## config.mk

```make
export PLATFORM = sky130hd
export DESIGN_NAME = serial_char_tx
export DESIGN_NICKNAME = d
export VERILOG_FILES = /design/src/rtl/sct_pkg.sv /design/src/rtl/sct_frame_build.sv /design/src/rtl/sct_cmd_pending.sv /design/src/rtl/sct_shift_out.sv /design/src/rtl/serial_char_tx.sv
export SDC_FILE = /design/constraint.sdc
export NUM_CORES = 1
export LEC_CHECK = 0
export ABC_AREA = 0
export BUFFER_PORTS_ARGS = -buffer_cell sky130_fd_sc_hd__buf_2
export CORE_AREA = 2 2 76 78
export CTS_CLUSTER_SIZE = 30
export DETAILED_ROUTE_END_ITERATION = 7
export DIE_AREA = 0 0 78 80
export PLACE_DENSITY_LB_ADDON = 0.05
export SLEW_MARGIN = 20
export SYNTH_ARGS = -nofsm -noshare
export SYNTH_HDL_FRONTEND = slang
export SYNTH_SLANG_ARGS = --single-unit
```

## constraint.sdc

```tcl
create_clock -name clk -period 4.26 [get_ports clk]
set_clock_uncertainty 0.05 [all_clocks]
set_input_delay 0.852 -clock clk [delete_from_list [all_inputs] [get_ports clk]]
set_output_delay 0.852 -clock clk [all_outputs]
set_load 0.02 [all_outputs]
```

## src/rtl/sct_pkg.sv

```systemverilog
package sct_pkg;
  typedef enum logic [1:0] {
    SRC_NONE  = 2'd0,
    SRC_CHAR  = 2'd1,
    SRC_BREAK = 2'd2,
    SRC_PRE   = 2'd3
  } src_t;
endpackage

```

## src/rtl/sct_frame_build.sv

```systemverilog
// Builds the character frame and the break pattern from the live format inputs.
module sct_frame_build #(
  parameter int MAX_DATA = 8,
  parameter int LEN_W    = 2,
  parameter int SW       = 14,
  parameter int CW       = 4
) (
  input  logic [MAX_DATA-1:0] data,
  input  logic                addr,
  input  logic [LEN_W-1:0]    len_code,
  input  logic                addr_en,
  input  logic                par_en,
  input  logic                par_odd,
  input  logic                two_stop,
  output logic [SW-1:0]       char_vec,
  output logic [SW-1:0]       brk_vec,
  output logic [CW-1:0]       nbits
);
  localparam int MIN_DATA = MAX_DATA - (2 ** LEN_W) + 1;

  logic [CW-1:0] len;
  logic [CW-1:0] pos;
  logic          par;

  always_comb begin
    len = CW'(MIN_DATA) + CW'(len_code);
    par = par_odd;
    for (int i = 0; i < MAX_DATA; i++) begin
      if (CW'(i) < len) par = par ^ data[i];
    end
    if (addr_en) par = par ^ addr;

    char_vec    = '1;
    char_vec[0] = 1'b0;
    for (int i = 0; i < MAX_DATA; i++) begin
      if (CW'(i) < len) char_vec[1 + i] = data[i];
    end
    pos = len + CW'(1);
    if (addr_en) begin
      char_vec[pos] = addr;
      pos = pos + CW'(1);
    end
    if (par_en) begin
      char_vec[pos] = par;
      pos = pos + CW'(1);
    end
    pos   = pos + (two_stop ? CW'(2) : CW'(1));
    nbits = pos;

    brk_vec      = '0;
    brk_vec[pos] = 1'b1;
  end
endmodule

```

## src/rtl/sct_cmd_pending.sv

```systemverilog
// Holds break and preamble requests until the sequencer takes them.
module sct_cmd_pending (
  input  logic clk,
  input  logic rst,
  input  logic brk_req,
  input  logic pre_req,
  input  logic take_brk,
  input  logic take_pre,
  output logic brk_pend,
  output logic pre_pend
);
  always_ff @(posedge clk) begin
    if (rst) begin
      brk_pend <= 1'b0;
      pre_pend <= 1'b0;
    end else begin
      brk_pend <= (brk_pend & ~take_brk) | brk_req;
      pre_pend <= (pre_pend & ~take_pre) | pre_req;
    end
  end


  brk_kept_chk: assert property (@(posedge clk) disable iff (rst)
    (brk_pend && !take_brk) |=> brk_pend);


  pre_kept_chk: assert property (@(posedge clk) disable iff (rst)
    (pre_pend && !take_pre) |=> pre_pend);
endmodule

```

## src/rtl/sct_shift_out.sv

```systemverilog
// Output shift register with a remaining-bit counter and a registered line.
module sct_shift_out #(
  parameter int SW = 14,
  parameter int CW = 4
) (
  input  logic          clk,
  input  logic          rst,
  input  logic          step,
  input  logic          load,
  input  logic [SW-1:0] load_vec,
  input  logic [CW-1:0] load_n,
  output logic          free,
  output logic          txd
);
  logic [SW-1:0] sh;
  logic [CW-1:0] cnt;

  assign free = (cnt <= CW'(1));

  always_ff @(posedge clk) begin
    if (rst) begin
      sh  <= '1;
      cnt <= '0;
      txd <= 1'b1;
    end else if (step) begin
      if (free) begin
        if (load) begin
          txd <= load_vec[0];
          sh  <= {1'b1, load_vec[SW-1:1]};
          cnt <= load_n;
        end else begin
          txd <= 1'b1;
          sh  <= '1;
          cnt <= '0;
        end
      end else begin
        txd <= sh[0];
        sh  <= {1'b1, sh[SW-1:1]};
        cnt <= cnt - CW'(1);
      end
    end
  end


  idle_high_chk: assert property (@(posedge clk) disable iff (rst)
    (cnt == '0) |-> txd);


  cnt_range_chk: assert property (@(posedge clk) disable iff (rst)
    cnt <= CW'(SW));


  hold_between_ticks_chk: assert property (@(posedge clk) disable iff (rst)
    !step |=> $stable(cnt));
endmodule

```

## src/rtl/serial_char_tx.sv

```systemverilog
module serial_char_tx #(
  parameter int MAX_DATA = 8,
  parameter int LEN_W    = 2
) (
  input  logic                clk,
  input  logic                rst,
  input  logic                baud_tick,
  input  logic                freeze,
  input  logic [LEN_W-1:0]    cfg_len_code,
  input  logic                cfg_addr_en,
  input  logic                cfg_par_en,
  input  logic                cfg_par_odd,
  input  logic                cfg_two_stop,
  input  logic                brk_req,
  input  logic                pre_req,
  input  logic                in_valid,
  output logic                in_ready,
  input  logic [MAX_DATA-1:0] in_data,
  input  logic                in_addr,
  output logic                tx_line
);
  import sct_pkg::*;

  localparam int SW = MAX_DATA + 6;
  localparam int CW = $clog2(SW + 1);

  logic          step;
  logic          free;
  logic          brk_pend, pre_pend;
  logic          take_brk, take_pre, take_chr, load;
  logic [SW-1:0] char_vec, brk_vec, load_vec;
  logic [CW-1:0] nbits, load_n;
  src_t          src;

  sct_frame_build #(.MAX_DATA(MAX_DATA), .LEN_W(LEN_W), .SW(SW), .CW(CW)) u_frame (
    .data(in_data), .addr(in_addr), .len_code(cfg_len_code),
    .addr_en(cfg_addr_en), .par_en(cfg_par_en), .par_odd(cfg_par_odd),
    .two_stop(cfg_two_stop), .char_vec(char_vec), .brk_vec(brk_vec),
    .nbits(nbits)
  );

  sct_cmd_pending u_cmd (
    .clk(clk), .rst(rst), .brk_req(brk_req), .pre_req(pre_req),
    .take_brk(take_brk), .take_pre(take_pre),
    .brk_pend(brk_pend), .pre_pend(pre_pend)
  );

  assign step     = baud_tick & ~freeze;
  assign take_brk = step & free & brk_pend;
  assign take_pre = step & free & ~brk_pend & pre_pend;
  assign in_ready = step & free & ~brk_pend & ~pre_pend;
  assign take_chr = in_ready & in_valid;
  assign load     = take_brk | take_pre | take_chr;

  always_comb begin
    if (take_brk)      src = SRC_BREAK;
    else if (take_pre) src = SRC_PRE;
    else if (take_chr) src = SRC_CHAR;
    else               src = SRC_NONE;
    case (src)
      SRC_BREAK: begin load_vec = brk_vec; load_n = nbits + CW'(1); end
      SRC_PRE:   begin load_vec = '1;      load_n = nbits;          end
      default:   begin load_vec = char_vec; load_n = nbits;         end
    endcase
  end

  sct_shift_out #(.SW(SW), .CW(CW)) u_shift (
    .clk(clk), .rst(rst), .step(step), .load(load), .load_vec(load_vec),
    .load_n(load_n), .free(free), .txd(tx_line)
  );


  freeze_hold_chk: assert property (@(posedge clk) disable iff (rst)
    freeze |=> $stable(tx_line));


  start_low_chk: assert property (@(posedge clk) disable iff (rst)
    take_chr |=> !tx_line);


  break_low_chk: assert property (@(posedge clk) disable iff (rst)
    take_brk |=> !tx_line);


  preamble_high_chk: assert property (@(posedge clk) disable iff (rst)
    take_pre |=> tx_line);


  single_take_chk: assert property (@(posedge clk) disable iff (rst)
    $onehot0({take_brk, take_pre, take_chr}));
endmodule

```

==> key figures, run 1 <==
Clocking
  – # H-tree levels: 1
  – # Post-CTS Setup Buffers: 0
  – Post-CTS Resized: 0
  – TritonCTS Sinks: 20
  – TritonCTS clock tree: yes
  – Reg clk slew, reported paths: 0.08 ns
  – Post-CTS Hold Fix Bufs: 0
  – CTS buffer count: 3
  – Worst skew pair latency: 0.27 ns
  – Root Driver: clkbuf_8
  – Clock tree buffer depth: 2

Worst hold path
  – Hold path start: u_shift.sh[1]
  – Hold depth: 2
  – Hold Crit Class: flop to flop

Cells and area
  – ANT cells: 0
  – Finished Layout Cells: 420
  – Most common cell after layout, fill and taps aside: a21oi_1
  – Layout Nets: 393
  – Design area: around 2800 µm²
  – FILL cells: 567
  – Most frequent cells in the layout: a21oi_1 (24), nand2_1 (23), buf_2 (23)
  – Share of layout cells above drive strength 1: 13.5%
  – Layout area overhead: 8.12%

Yosys
  – Post-synthesis sequential area ratio: 15.7%
  – Synthesized net count: roughly 380
  – Avg Cell Area, Syn: 7.59 µm²
  – #FFs+latches synth: 20
  – Top FF cell, synth: dfxtp_1
  – Synthesized area: 2540 µm²
  – Yosys warnings: 0
  – Gate Count Post-Synth: 335
  – Synth unique cells: 61
  – Post-synth EDFFs: 0
  – Asr flop ratio synth: 0%

Critical path
  – Worst path top cell family by delay: adder cells
  – Critical Path AT: around 3.9 ns
  – WP depth: 16
  – Slowest cell on crit path: fa_1
  – Top cell by count, worst path: inv_1
  – FF-to-FF path depth: 8
  – Crit path kind: input port to flop
  – Worst setup EP type: flop
  – CP max FO: 11
  – Crit-path max cell delay: between 0.4 and 0.5 ns
  – Data required, critical path: about 4.4 ns
  – Worst path cell trace: buf_2 > inv_1 > ha_1 > xnor2_1 > inv_1 > ha_1 > nand2_1 > o21ai_0 > inv_1 > fa_1 > inv_1 > nor3_1 > a21oi_1 > o221a_2 > a311o_1 > o221ai_1
  – Critical Path Source Type: input port
  – Critical R2R Launch: u_shift.cnt[0]
  – Worst Path Buf+Inv: 5
  – Crit path from: cfg_len_code[1]

STA
  – Max Freq: 0.263 GHz
  – Final hold vios: 0
  – Minimum clock period: between 3 and 4 ns
  – Pins over their slew limit: 0
  – Worst slew pin tran: 0.703 ns
  – Setup violations, final: 0
  – Slew HR: 52.7%
  – Fin crit share: 89.1%
  – Setup tns final: 0 ns
  – RSZ-0062 raised after global routing: false

GRT
  – First-pass GRT wire length: 11900 µm
  – Number of global-route vias before repair: 2402
  – Largest net degree at the start of global routing: 23
  – Initial antenna violation count: 0
  – Gr usage total: 23.4%
  – Grt ovf: 0

Drt
  – Drt drc: 0
  – Drt wl/cell: 16.7 µm
  – Via count: between 2000 and 3000
  – Initial drt markers: 187
  – Detail Route Antenna Nets: 0
  – Via density: 6.13
  – DRT Wirelength: around 7000 µm
  – Pre-antenna DRT Iters: 5

Power
  – Peak supply drop: 148 µV
  – Pleak: 1.10 nW
  – Pwr/cell area: 275 nW/µm²

Floorplanning
  – Initial core utilization: a little under half
  – Die height: 80 µm
  – Chip Width: 78 µm
  – Core box area: 5410 µm²
  – I/O Pins: 24
  – Die area: 6240 µm²
  – Site Rows: 27

Place
  – Dpl cells: 416
  – PortBufs: 23
  – Dpl cell area: around 2700 µm²
  – GP Congestion: 0.845
  – DP HPWL: 5330 µm

Run status
  – Outcome: completed

Run
  – Max-cap viol count: 0
-- tightest hold or removal path, cell delays in order, from the launching register on --
cell	delay, ns
dfxtp_1	0.33
a21oi_1	0.06
o211ai_1	0.08
-- final timing paths --
path / slack, ns / to
worst max-delay path: 0.46 / u_shift.sh[6]
worst min register to register: 0.45 / u_shift.sh[1]
worst min-delay path: 0.45 / u_shift.sh[1]
worst max register to register: 1.65 / u_shift.sh[9]
-- per-layer routing --
metal / global-route usage [%] / wire length [µm] / up-vias
li1: - / - / 1277
met1: 34.2 / 3450 / 1191
met2: 37.8 / 3090 / 93
met3: 2.94 / 363 / 12
met4: 2.98 / 91 / 0
met5: 0 / 0 / -
-- metrics by stage --
stage	worst slack [ns]	utilization, %	power, mW	hold WS (ns)
2_1_floorplan	0.526	-	0.510	0.391
3_3_place_gp	0.259	49.9	0.603	0.414
3_5_place_dp	0.213	49.9	0.603	0.421
4_1_cts	0.489	50.9	0.755	0.450
5_1_grt	0.169	50.9	0.811	0.476
6_report	0.463	50.9	0.757	0.454
-- where the power goes --
group	internal, mW	switching [mW]	total [mW]
registers	0.200	0.00771	0.208
logic	0.155	0.243	0.398
clock network	0.0825	0.0688	0.151
total	0.437	0.320	0.757
-- synth_stat cells, types with 5 or more instances --
cell / instances / area share [%]
o211ai_1: 7 / 2.1
nand3_1: 18 / 3.5
a31oi_1: 5 / 1.2
nand4_1: 5 / 1.2
buf_2: 7 / 1.4
nor3_1: 12 / 2.4
nor4_1: 6 / 1.5
nand2_1: 23 / 3.4
xnor2_1: 16 / 5.5
ha_1: 21 / 10
inv_1: 20 / 3.0
dfxtp_1: 20 / 16
clkbuf_1: 10 / 1.5
o21ai_0: 14 / 2.8
a21oi_1: 24 / 4.7
a211oi_1: 7 / 2.1
mux2i_1: 14 / 5.5
nor2b_1: 5 / 1.2
nor2_1: 21 / 3.1
-- flip-flops by register name, indices dropped and copies added, names as in the netlist --
signal / count
u_shift.cnt: 4
u_cmd.pre_pend: 1
u_shift.sh: 13
u_shift.txd: 1
u_cmd.brk_pend: 1
-- cells by family after synthesis --
kind of cell | count (synthesis) | share of synthesized area [%]
muxes | 14 | 5.51
and+or+nand+nor | 116 | 24.0
AOI/OAI and AO/OA | 101 | 27.4
DFF | 20 | 15.7
xor gates and xnor gates | 20 | 9.05
buffers and inverters | 42 | 7.28
adders and majority gates | 22 | 11.1
-- area by class of cell --
| class | instances | area, µm² | area share (%) |
|---|---|---|---|
| flip-flops and latches | 20 | 400 | 14.6 |
| repair buffers | 30 | 168 | 6.10 |
| inverters | 21 | 78.8 | 2.87 |
| multi-input cells | 273 | 1960 | 71.2 |
| well taps | 72 | 90.1 | 3.28 |
| clock buffers | 4 | 55.1 | 2.00 |
No activity file was read; power rests on OpenSTA's default activity.
==> run 2: changes to the inputs <==
--- a/config.mk
+++ b/config.mk
@@ -7,10 +7,11 @@
 export LEC_CHECK = 0
 export ABC_AREA = 0
 export BUFFER_PORTS_ARGS = -buffer_cell sky130_fd_sc_hd__buf_2
-export CORE_AREA = 2 2 76 78
+export CAP_MARGIN = 5
+export CORE_AREA = 4 4 78 80
 export CTS_CLUSTER_SIZE = 30
 export DETAILED_ROUTE_END_ITERATION = 7
-export DIE_AREA = 0 0 78 80
+export DIE_AREA = 0 0 82 84
 export PLACE_DENSITY_LB_ADDON = 0.05
 export SLEW_MARGIN = 20
 export SYNTH_ARGS = -nofsm -noshare
==> run 2 against run 1 <==
Final cell count up 0.24%. Sequential share of layout area about the same. Worst setup slack better by 0.00098 ns. Clock power about the same. Critical endpoint is now u_shift.sh[5]. Largest power group unchanged.
==> key figures, run 2 (synthesis gave the netlist of run 1 again) <==
Power
  – Peak supply drop: 181 µV (+22%)
  – Comb power frac: 52.7% (about the same)
  – Psw: 317 µW (-0.97%)
  – Pwr/cell area: 274 nW/µm² (-0.58%)
  – Total power: 754 µW (-0.31%)
  – Seq pwr share: 27.5% (about the same)
  – Int Power: 438 µW (+0.18%)
  – Sw frac: 42.0% (-0.28 points)
  – Pleak: 1.11 nW (+0.43%)
  – Clk network pwr share: 19.8% (-0.2 points)

STA
  – Minimum clock period: 3.80 ns (-0.000975 ns)
  – RSZ-0062 raised after global routing: false
  – Final hold vios: 0 (unchanged)
  – Setup tns final: 0 ns (unchanged)
  – Pins over their slew limit: 0 (unchanged)
  – Max Freq: 0.263 GHz (about the same)
  – Setup violations, final: 0 (unchanged)
  – Slew HR: 52.2% (-0.54 points)
  – Fin crit share: 89.1% (about the same)
  – Worst slew pin tran: 0.711 ns (+0.00810 ns)

GRT
  – First-pass GRT wire length: 11500 µm (-3.9%)
  – Number of global-route vias before repair: 2290 (-4.7%)
  – M1 GR Usage: 32.4% (-1.8 points)
  – Gr usage total: 20.9% (-2.6 points)
  – Grt ovf: 0 (unchanged)
  – Largest net degree at the start of global routing: 23 (unchanged)
  – M3 GR Usage: 2.92% (-0.025 points)
  – Met2 usage: 31.7% (-6.1 points)
  – Initial antenna violation count: 0 (unchanged)
  – Most crowded layer after global routing: met1

Clocking
  – Root Driver: clkbuf_8
  – TritonCTS clock tree: yes
  – # Post-CTS Setup Buffers: 0 (unchanged)
  – TritonCTS Sinks: 20 (unchanged)
  – Post-CTS Resized: 0 (unchanged)
  – Post-CTS Hold Fix Bufs: 0 (unchanged)
  – Worst skew pair latency: 0.27 ns (about the same)
  – Reg clk slew, reported paths: 0.08 ns (about the same)
  – CTS buffer count: 3 (unchanged)
  – Clock tree buffer depth: 2 (unchanged)
  – # H-tree levels: 1 (unchanged)

Floorplanning
  – Chip Width: 82 µm (+5.1%)
  – Core box area: 5410 µm² (unchanged)
  – Die height: 84 µm (+5.0%)
  – Initial core utilization: 47.1% (unchanged)
  – I/O Pins: 24 (unchanged)
  – Die area: 6890 µm² (+10%)
  – Site Rows: 27 (unchanged)

Drt
  – Drt wl/cell: 16.5 µm (-1.2%)
  – DRT Wirelength: 6930 µm (-0.94%)
  – Detail Route Antenna Nets: 0 (unchanged)
  – Via count: 2587 (+0.54%)
  – Drt drc: 0 (unchanged)
  – Initial drt markers: 189 (+1.1%)
  – Via density: 6.14 (+0.31%)
  – Pre-antenna DRT Iters: 5 (unchanged)

Critical path
  – CP max FO: 11 (unchanged)
  – Critical Path AT: 3.93 ns (about the same)
  – Crit path kind: input port to flop
  – Worst setup EP type: flop
  – Critical Path Source Type: input port
  – Flop2flop setup slack: 1.59 ns (-0.06 ns)
  – Data required, critical path: 4.39 ns (about the same)

Cells and area
  – ANT cells: 0 (unchanged)
  – Layout area overhead: 8.41%
  – Number of flip-flops in the largest register: 13 (unchanged)
  – Most frequent cells in the layout: a21oi_1 (24), nand2_1 (23), buf_2 (23)
  – Largest Register: u_shift.sh
  – Layout Nets: 394 (+0.25%)
  – Largest regs: u_shift.sh (13), u_shift.cnt (4)
  – Most common cell after layout, fill and taps aside: a21oi_1
  – FILL cells: 570 (+0.53%)
  – Share of layout cells above drive strength 1: 13.8% (+0.25 points)

Place
  – DP HPWL: 5400 µm (+1.4%)
  – PortBufs: 23 (unchanged)
  – GP Congestion: 0.900 (+6.5%)

Run status
  – Outcome: completed

Worst hold path
  – Hold Crit Class: flop to flop

Run
  – Max-cap viol count: 0 (unchanged)
-- run 2: changes by cell type in the layout (fill, tap and decap cells not counted) --
cell	change
buf_4	+1
-- run 2: area by class of cell --
| type | instances | area (µm²) | area share [%] |
|---|---|---|---|
| Multi-Input combinational cell | 273 | 1960 | 71.0 |
| Sequential cell | 20 | 400 | 14.5 |
| Timing Repair Buffer | 31 | 175 | 6.35 |
| Tap cell | 72 | 90.1 | 3.27 |
| Inverter | 21 | 78.8 | 2.86 |
| Clock buffer | 4 | 55.1 | 2.00 |
-- run 2: metrics by stage --
step	std cells	instance area [µm²]	hold WS (ns)	setup WS (ns)	util, %
2_1_floorplan	335	2540	0.391	0.526	-
3_3_place_gp	417	2700	0.412	0.249	50.0
3_5_place_dp	417	2700	0.416	0.225	50.0
4_1_cts	421	2760	0.439	0.486	51.0
5_1_grt	421	2760	0.469	0.114	51.0
6_report	421	2760	0.440	0.464	51.0
-- run 2: power groups by stage --
stage | Clock, mW | Sequential, mW | Combinational [mW]
floorplan | 0 | 0.210 | 0.299
global placement | 0 | 0.212 | 0.393
detailed placement | 0 | 0.212 | 0.392
CTS | 0.149 | 0.207 | 0.395
global route | 0.158 | 0.209 | 0.440
finish | 0.150 | 0.207 | 0.397
-- run 2: worst max-delay path, stage by stage --
cell and delay (ns):
buf_2 0.12, inv_1 0.09, ha_1 0.35, xnor2_1 0.22
inv_1 0.09, ha_1 0.29, nand2_1 0.06, o21ai_0 0.11
inv_1 0.10, fa_1 0.39, inv_1 0.16, nor3_1 0.21
a21oi_1 0.06, o221a_2 0.24, a311o_1 0.36, o22ai_1 0.19
-- run 2: final timing paths --
| path | from | end | depth (start not counted) |
|---|---|---|---|
| min reg2reg | u_shift.sh[6] | u_shift.sh[6] | 2 |
| max reg2reg | u_shift.cnt[0] | u_shift.sh[9] | 8 |
| min | u_shift.sh[6] | u_shift.sh[6] | 2 |
| max | cfg_len_code[1] | u_shift.sh[5] | 16 |
-- run 2: routing by layer --
layer  wire (µm)  share of wire (%)  up-vias
met4          12               0.17        0
met2        3130                 45       97
met5           0                  0        -
met3         444                6.4        4
met1        3340                 48     1212
li1            -                  -     1274
==> run 3: changes to the inputs <==
--- a/config.mk
+++ b/config.mk
@@ -8,12 +8,13 @@
 export ABC_AREA = 0
 export BUFFER_PORTS_ARGS = -buffer_cell sky130_fd_sc_hd__buf_2
 export CAP_MARGIN = 5
-export CORE_AREA = 4 4 78 80
+export CORE_AREA = 4 4 77 79
 export CTS_CLUSTER_SIZE = 30
 export DETAILED_ROUTE_END_ITERATION = 7
-export DIE_AREA = 0 0 82 84
+export DIE_AREA = 0 0 81 83
 export PLACE_DENSITY_LB_ADDON = 0.05
 export SLEW_MARGIN = 20
 export SYNTH_ARGS = -nofsm -noshare
 export SYNTH_HDL_FRONTEND = slang
+export SYNTH_HIERARCHICAL = 1
 export SYNTH_SLANG_ARGS = --single-unit
==> run 3 against run 2 <==
Global-route usage is 1.8 points lower. Critical path depth is 1 lower. Combinational power is 1% lower. Clock-buffer cell count is 1 lower. Die area is 2.4% lower. Wire length is 10% lower. Core utilization is 0.83 points higher. Sequential power hardly changed. Non-clock buffer count is 6 higher. Worst setup slack worse by 0.15 ns. Sequential share of layout area is 0.053 points lower. Maximum frequency is 3.9% lower. Largest cell class unchanged. Largest power group unchanged.
==> key figures, run 3 <==
Run status
  – Outcome: completed

Cells and area
  – FILL cells: 549 (-3.7%)
  – Number of flip-flops in the largest register: 13 (unchanged)
  – Largest Register: u_shift/sh
  – Design area: 2770 µm² (+0.36%)
  – Most common cell after layout, fill and taps aside: a21oi_1
  – Layout Nets: 374 (-5.1%)
  – ANT cells: 0 (unchanged)
  – Most frequent cells in the layout: a21oi_1 (35), buf_2 (23), nor2_1 (22)
  – Share of layout cells above drive strength 1: 17.5% (+3.7 points)
  – Layout area overhead: 10.0%
  – Largest regs: u_shift/sh (13), u_shift/cnt (4)
  – Finished Layout Cells: 404 (-4.0%)

Floorplanning
  – Initial core utilization: 47.1% (+0.057 points)
  – Die area: 6720 µm² (-2.4%)
  – Site Rows: 27 (unchanged)
  – Chip Width: 81 µm (-1.2%)
  – Die height: 83 µm (-1.2%)
  – Core box area: 5340 µm² (-1.2%)
  – I/O Pins: 24 (unchanged)

Place
  – Placement Setup Slack: 0.0453 ns (-0.180 ns)
  – Dpl cell area: 2700 µm² (-0.23%)
  – DP HPWL: 4600 µm (-15%)
  – PortBufs: 23 (unchanged)
  – Dpl cells: 400 (-4.1%)
  – GP Congestion: 0.962 (+6.9%)

Yosys
  – Xor/xnor share of the synthesized area: 8.91% (-0.15 points)
  – Count leader, synth: a21oi_1
  – Post-synthesis sequential area ratio: 15.9% (+0.18 points)
  – Top post-synthesis cells by area: dfxtp_1 (16%), ha_1 (9.0%), a21oi_1 (7.0%)
  – Synth Area in Simple Gates: 25.5% (+1.6 points)
  – Synth cell count leaders: a21oi_1 (35), nor2_1 (22), nand2_1 (21)
  – #FFs+latches synth: 20 (unchanged)
  – Synth Area in Adders: 9.75% (-1.4 points)
  – Yosys warnings: 6 (+6)
  – Avg Cell Area, Syn: 8.06 µm² (+6.2%)
  – Top FF cell, synth: dfxtp_1
  – Synth unique cells: 55 (-9.8%)
  – Synthesized net count: 353 (-6.9%)
  – Area leader, netlist: dfxtp_1
  – Synthesized area: 2510 µm² (-1.1%)
  – Post-synth EDFFs: 0 (unchanged)
  – Asr flop ratio synth: 0% (unchanged)
  – Gate Count Post-Synth: 312 (-6.9%)
  – Mux contribution to synthesized area: 2.79% (-2.7 points)
  – Post-synthesis compound-gate area fraction: 29.6% (+2.2 points)
  – Synth top area share: 15.9% (+0.18 points)
  – Main combinational cell family by area after synthesis: compound AO/OA/AOI/OAI gates

Critical path
  – CP max FO: 7 (-4)
  – Critical R2R Launch: u_shift/cnt[0]
  – Crit-path max cell delay: 0.56 ns (+0.17 ns)
  – Worst Path Buf+Inv: 4 (-1)
  – Data required, critical path: 4.38 ns (about the same)
  – Slowest cell on crit path: fa_1
  – Worst setup EP type: flop
  – Crit path from: cfg_len_code[1]
  – Worst path cell trace: buf_2 > inv_1 > ha_1 > xnor2_1 > inv_1 > ha_1 > nand2_1 > o21ai_0 > inv_1 > fa_1 > or3_1 > o32ai_1 > o22a_1 > and4b_1 > o31ai_1
  – Critical Path Source Type: input port
  – Worst path top cell family by delay: adder cells
  – Top cell by count, worst path: inv_1
  – Critical Path AT: 4.07 ns (+0.14 ns)
  – Crit path kind: input port to flop

Power
  – Peak supply drop: 213 µV (+18%)
  – Pleak: 1.12 nW (+0.95%)
  – Pwr/cell area: 286 nW/µm² (+4.5%)
  – Int Power: 487 µW (+11%)
  – Psw: 305 µW (-3.7%)
  – Sw frac: 38.5% (-3.4 points)
  – Seq pwr share: 26.2% (-1.3 points)
  – Clk network pwr share: 24.1% (+4.3 points)
  – Comb power frac: 49.7% (-3.0 points)

Clocking
  – Root Driver: clkbuf_8
  – CTS buffer count: 3 (unchanged)
  – Post-CTS Resized: 0 (unchanged)
  – Post-CTS Hold Fix Bufs: 0 (unchanged)
  – # Post-CTS Setup Buffers: 0 (unchanged)
  – TritonCTS clock tree: yes
  – Worst skew pair latency: 0.26 ns (about the same)
  – TritonCTS Sinks: 20 (unchanged)
  – Reg clk slew, reported paths: 0.08 ns (about the same)
  – Clock tree buffer depth: 2 (unchanged)
  – # H-tree levels: 1 (unchanged)

GRT
  – First-pass GRT wire length: 10700 µm (-7.0%)
  – Grt ovf: 0 (unchanged)
  – Gr usage total: 19.1% (-1.8 points)
  – Number of global-route vias before repair: 2185 (-4.6%)
  – Largest net degree at the start of global routing: 35 (+52%)
  – Initial antenna violation count: 0 (unchanged)

STA
  – Setup violations, final: 0 (unchanged)
  – Fin crit share: 92.7% (+3.6 points)
  – Setup tns final: 0 ns (unchanged)
  – RSZ-0062 raised after global routing: false
  – Setup ws final: 0.310 ns (-0.154 ns)
  – Max Freq: 0.253 GHz (-3.9%)
  – Worst slew pin tran: 0.727 ns (+0.0164 ns)
  – Pins over their slew limit: 0 (unchanged)
  – Final hold vios: 0 (unchanged)
  – Minimum clock period: 3.95 ns (+0.154 ns)
  – Slew HR: 51.2% (-1.0 points)

Drt
  – Drt wl/cell: 15.4 µm (-6.2%)
  – Detail Route Antenna Nets: 0 (unchanged)
  – Drt drc: 0 (unchanged)
  – Initial drt markers: 204 (+7.9%)
  – DRT Wirelength: 6240 µm (-10%)
  – Pre-antenna DRT Iters: 4 (-1)
  – Via count: 2358 (-8.9%)
  – Via density: 5.84 (-5.0%)

Run
  – Max-cap viol count: 0 (unchanged)

Worst hold path
  – Hold path start: u_shift/txd
  – Hold Crit Class: flop to flop
==> run 3: changes by cell type after synthesis, moves of 7 or more <==
cell and change:
a211oi_1 -7, a21oi_1 +11, and4b_1 +13, mux2i_1 -7
nand3_1 -10, o21ai_0 -8, o22a_1 +13, o31ai_1 +9
o32ai_1 +12
==> run 3: path summary, 6_finish.rpt <==
kind                     to  slack [ns]  cells after the start
max reg2reg  u_shift/cnt[3]        1.70                     11
min             u_shift/txd        0.43                      2
min reg2reg     u_shift/txd        0.43                      2
max           u_shift/sh[5]        0.31                     15
==> run 3: cells by family after synthesis <==
family / count (synthesis)
AO/OA/AOI/OAI: 103
adder cells (fa/ha/maj): 19
XOR/XNOR: 19
multiplexers: 7
flip-flops: 20
buffers and inverters: 37
AND/OR/NAND/NOR: 107
==> run 3: metal layers <==
| layer | up-vias | track usage [%] | part of all wire (%) |
|---|---|---|---|
| met5 | - | 0 | 0 |
| met4 | 0 | 5.84 | 1.4 |
| met3 | 8 | 0.976 | 4.1 |
| met2 | 54 | 29.3 | 47 |
| met1 | 1077 | 28.3 | 47 |
| li1 | 1219 | - | - |
==> run 3: power groups by stage <==
stage                     sequential, mW  clock [mW]  combinational (mW)
after CTS                          0.207       0.195               0.389
after global placement             0.211           0               0.389
after global routing               0.209       0.203               0.432
final                              0.207       0.191               0.393
after floorplan                    0.210           0               0.290
after detailed placement           0.212           0               0.387
==> run 3: area by class of cell <==
type	instances	area, µm²	share of cell area (%)
Tap cell	72	90.1	3.25
Inverter	16	61.3	2.22
Timing Repair Buffer	37	220	7.96
Multi-Input combinational cell	255	1920	69.5
Clock inverter	1	30.0	1.08
Clock buffer	3	41.3	1.49
Sequential cell	20	400	14.5
==> run 3: through the flow <==
| stage | total power, mW | utilization (%) | hold WS (ns) |
|---|---|---|---|
| 2_1_floorplan | 0.500 | - | 0.390 |
| 3_3_place_gp | 0.600 | 50.5 | 0.404 |
| 3_5_place_dp | 0.598 | 50.5 | 0.408 |
| 4_1_cts | 0.791 | 51.9 | 0.432 |
| 5_1_grt | 0.845 | 51.9 | 0.466 |
| 6_report | 0.791 | 51.9 | 0.431 |
==> run 3: worst min-delay path, cell delays in order, from the launching register on <==
cell and delay (ns):
dfxtp_1 0.33, a21oi_1 0.07, o31ai_2 0.05
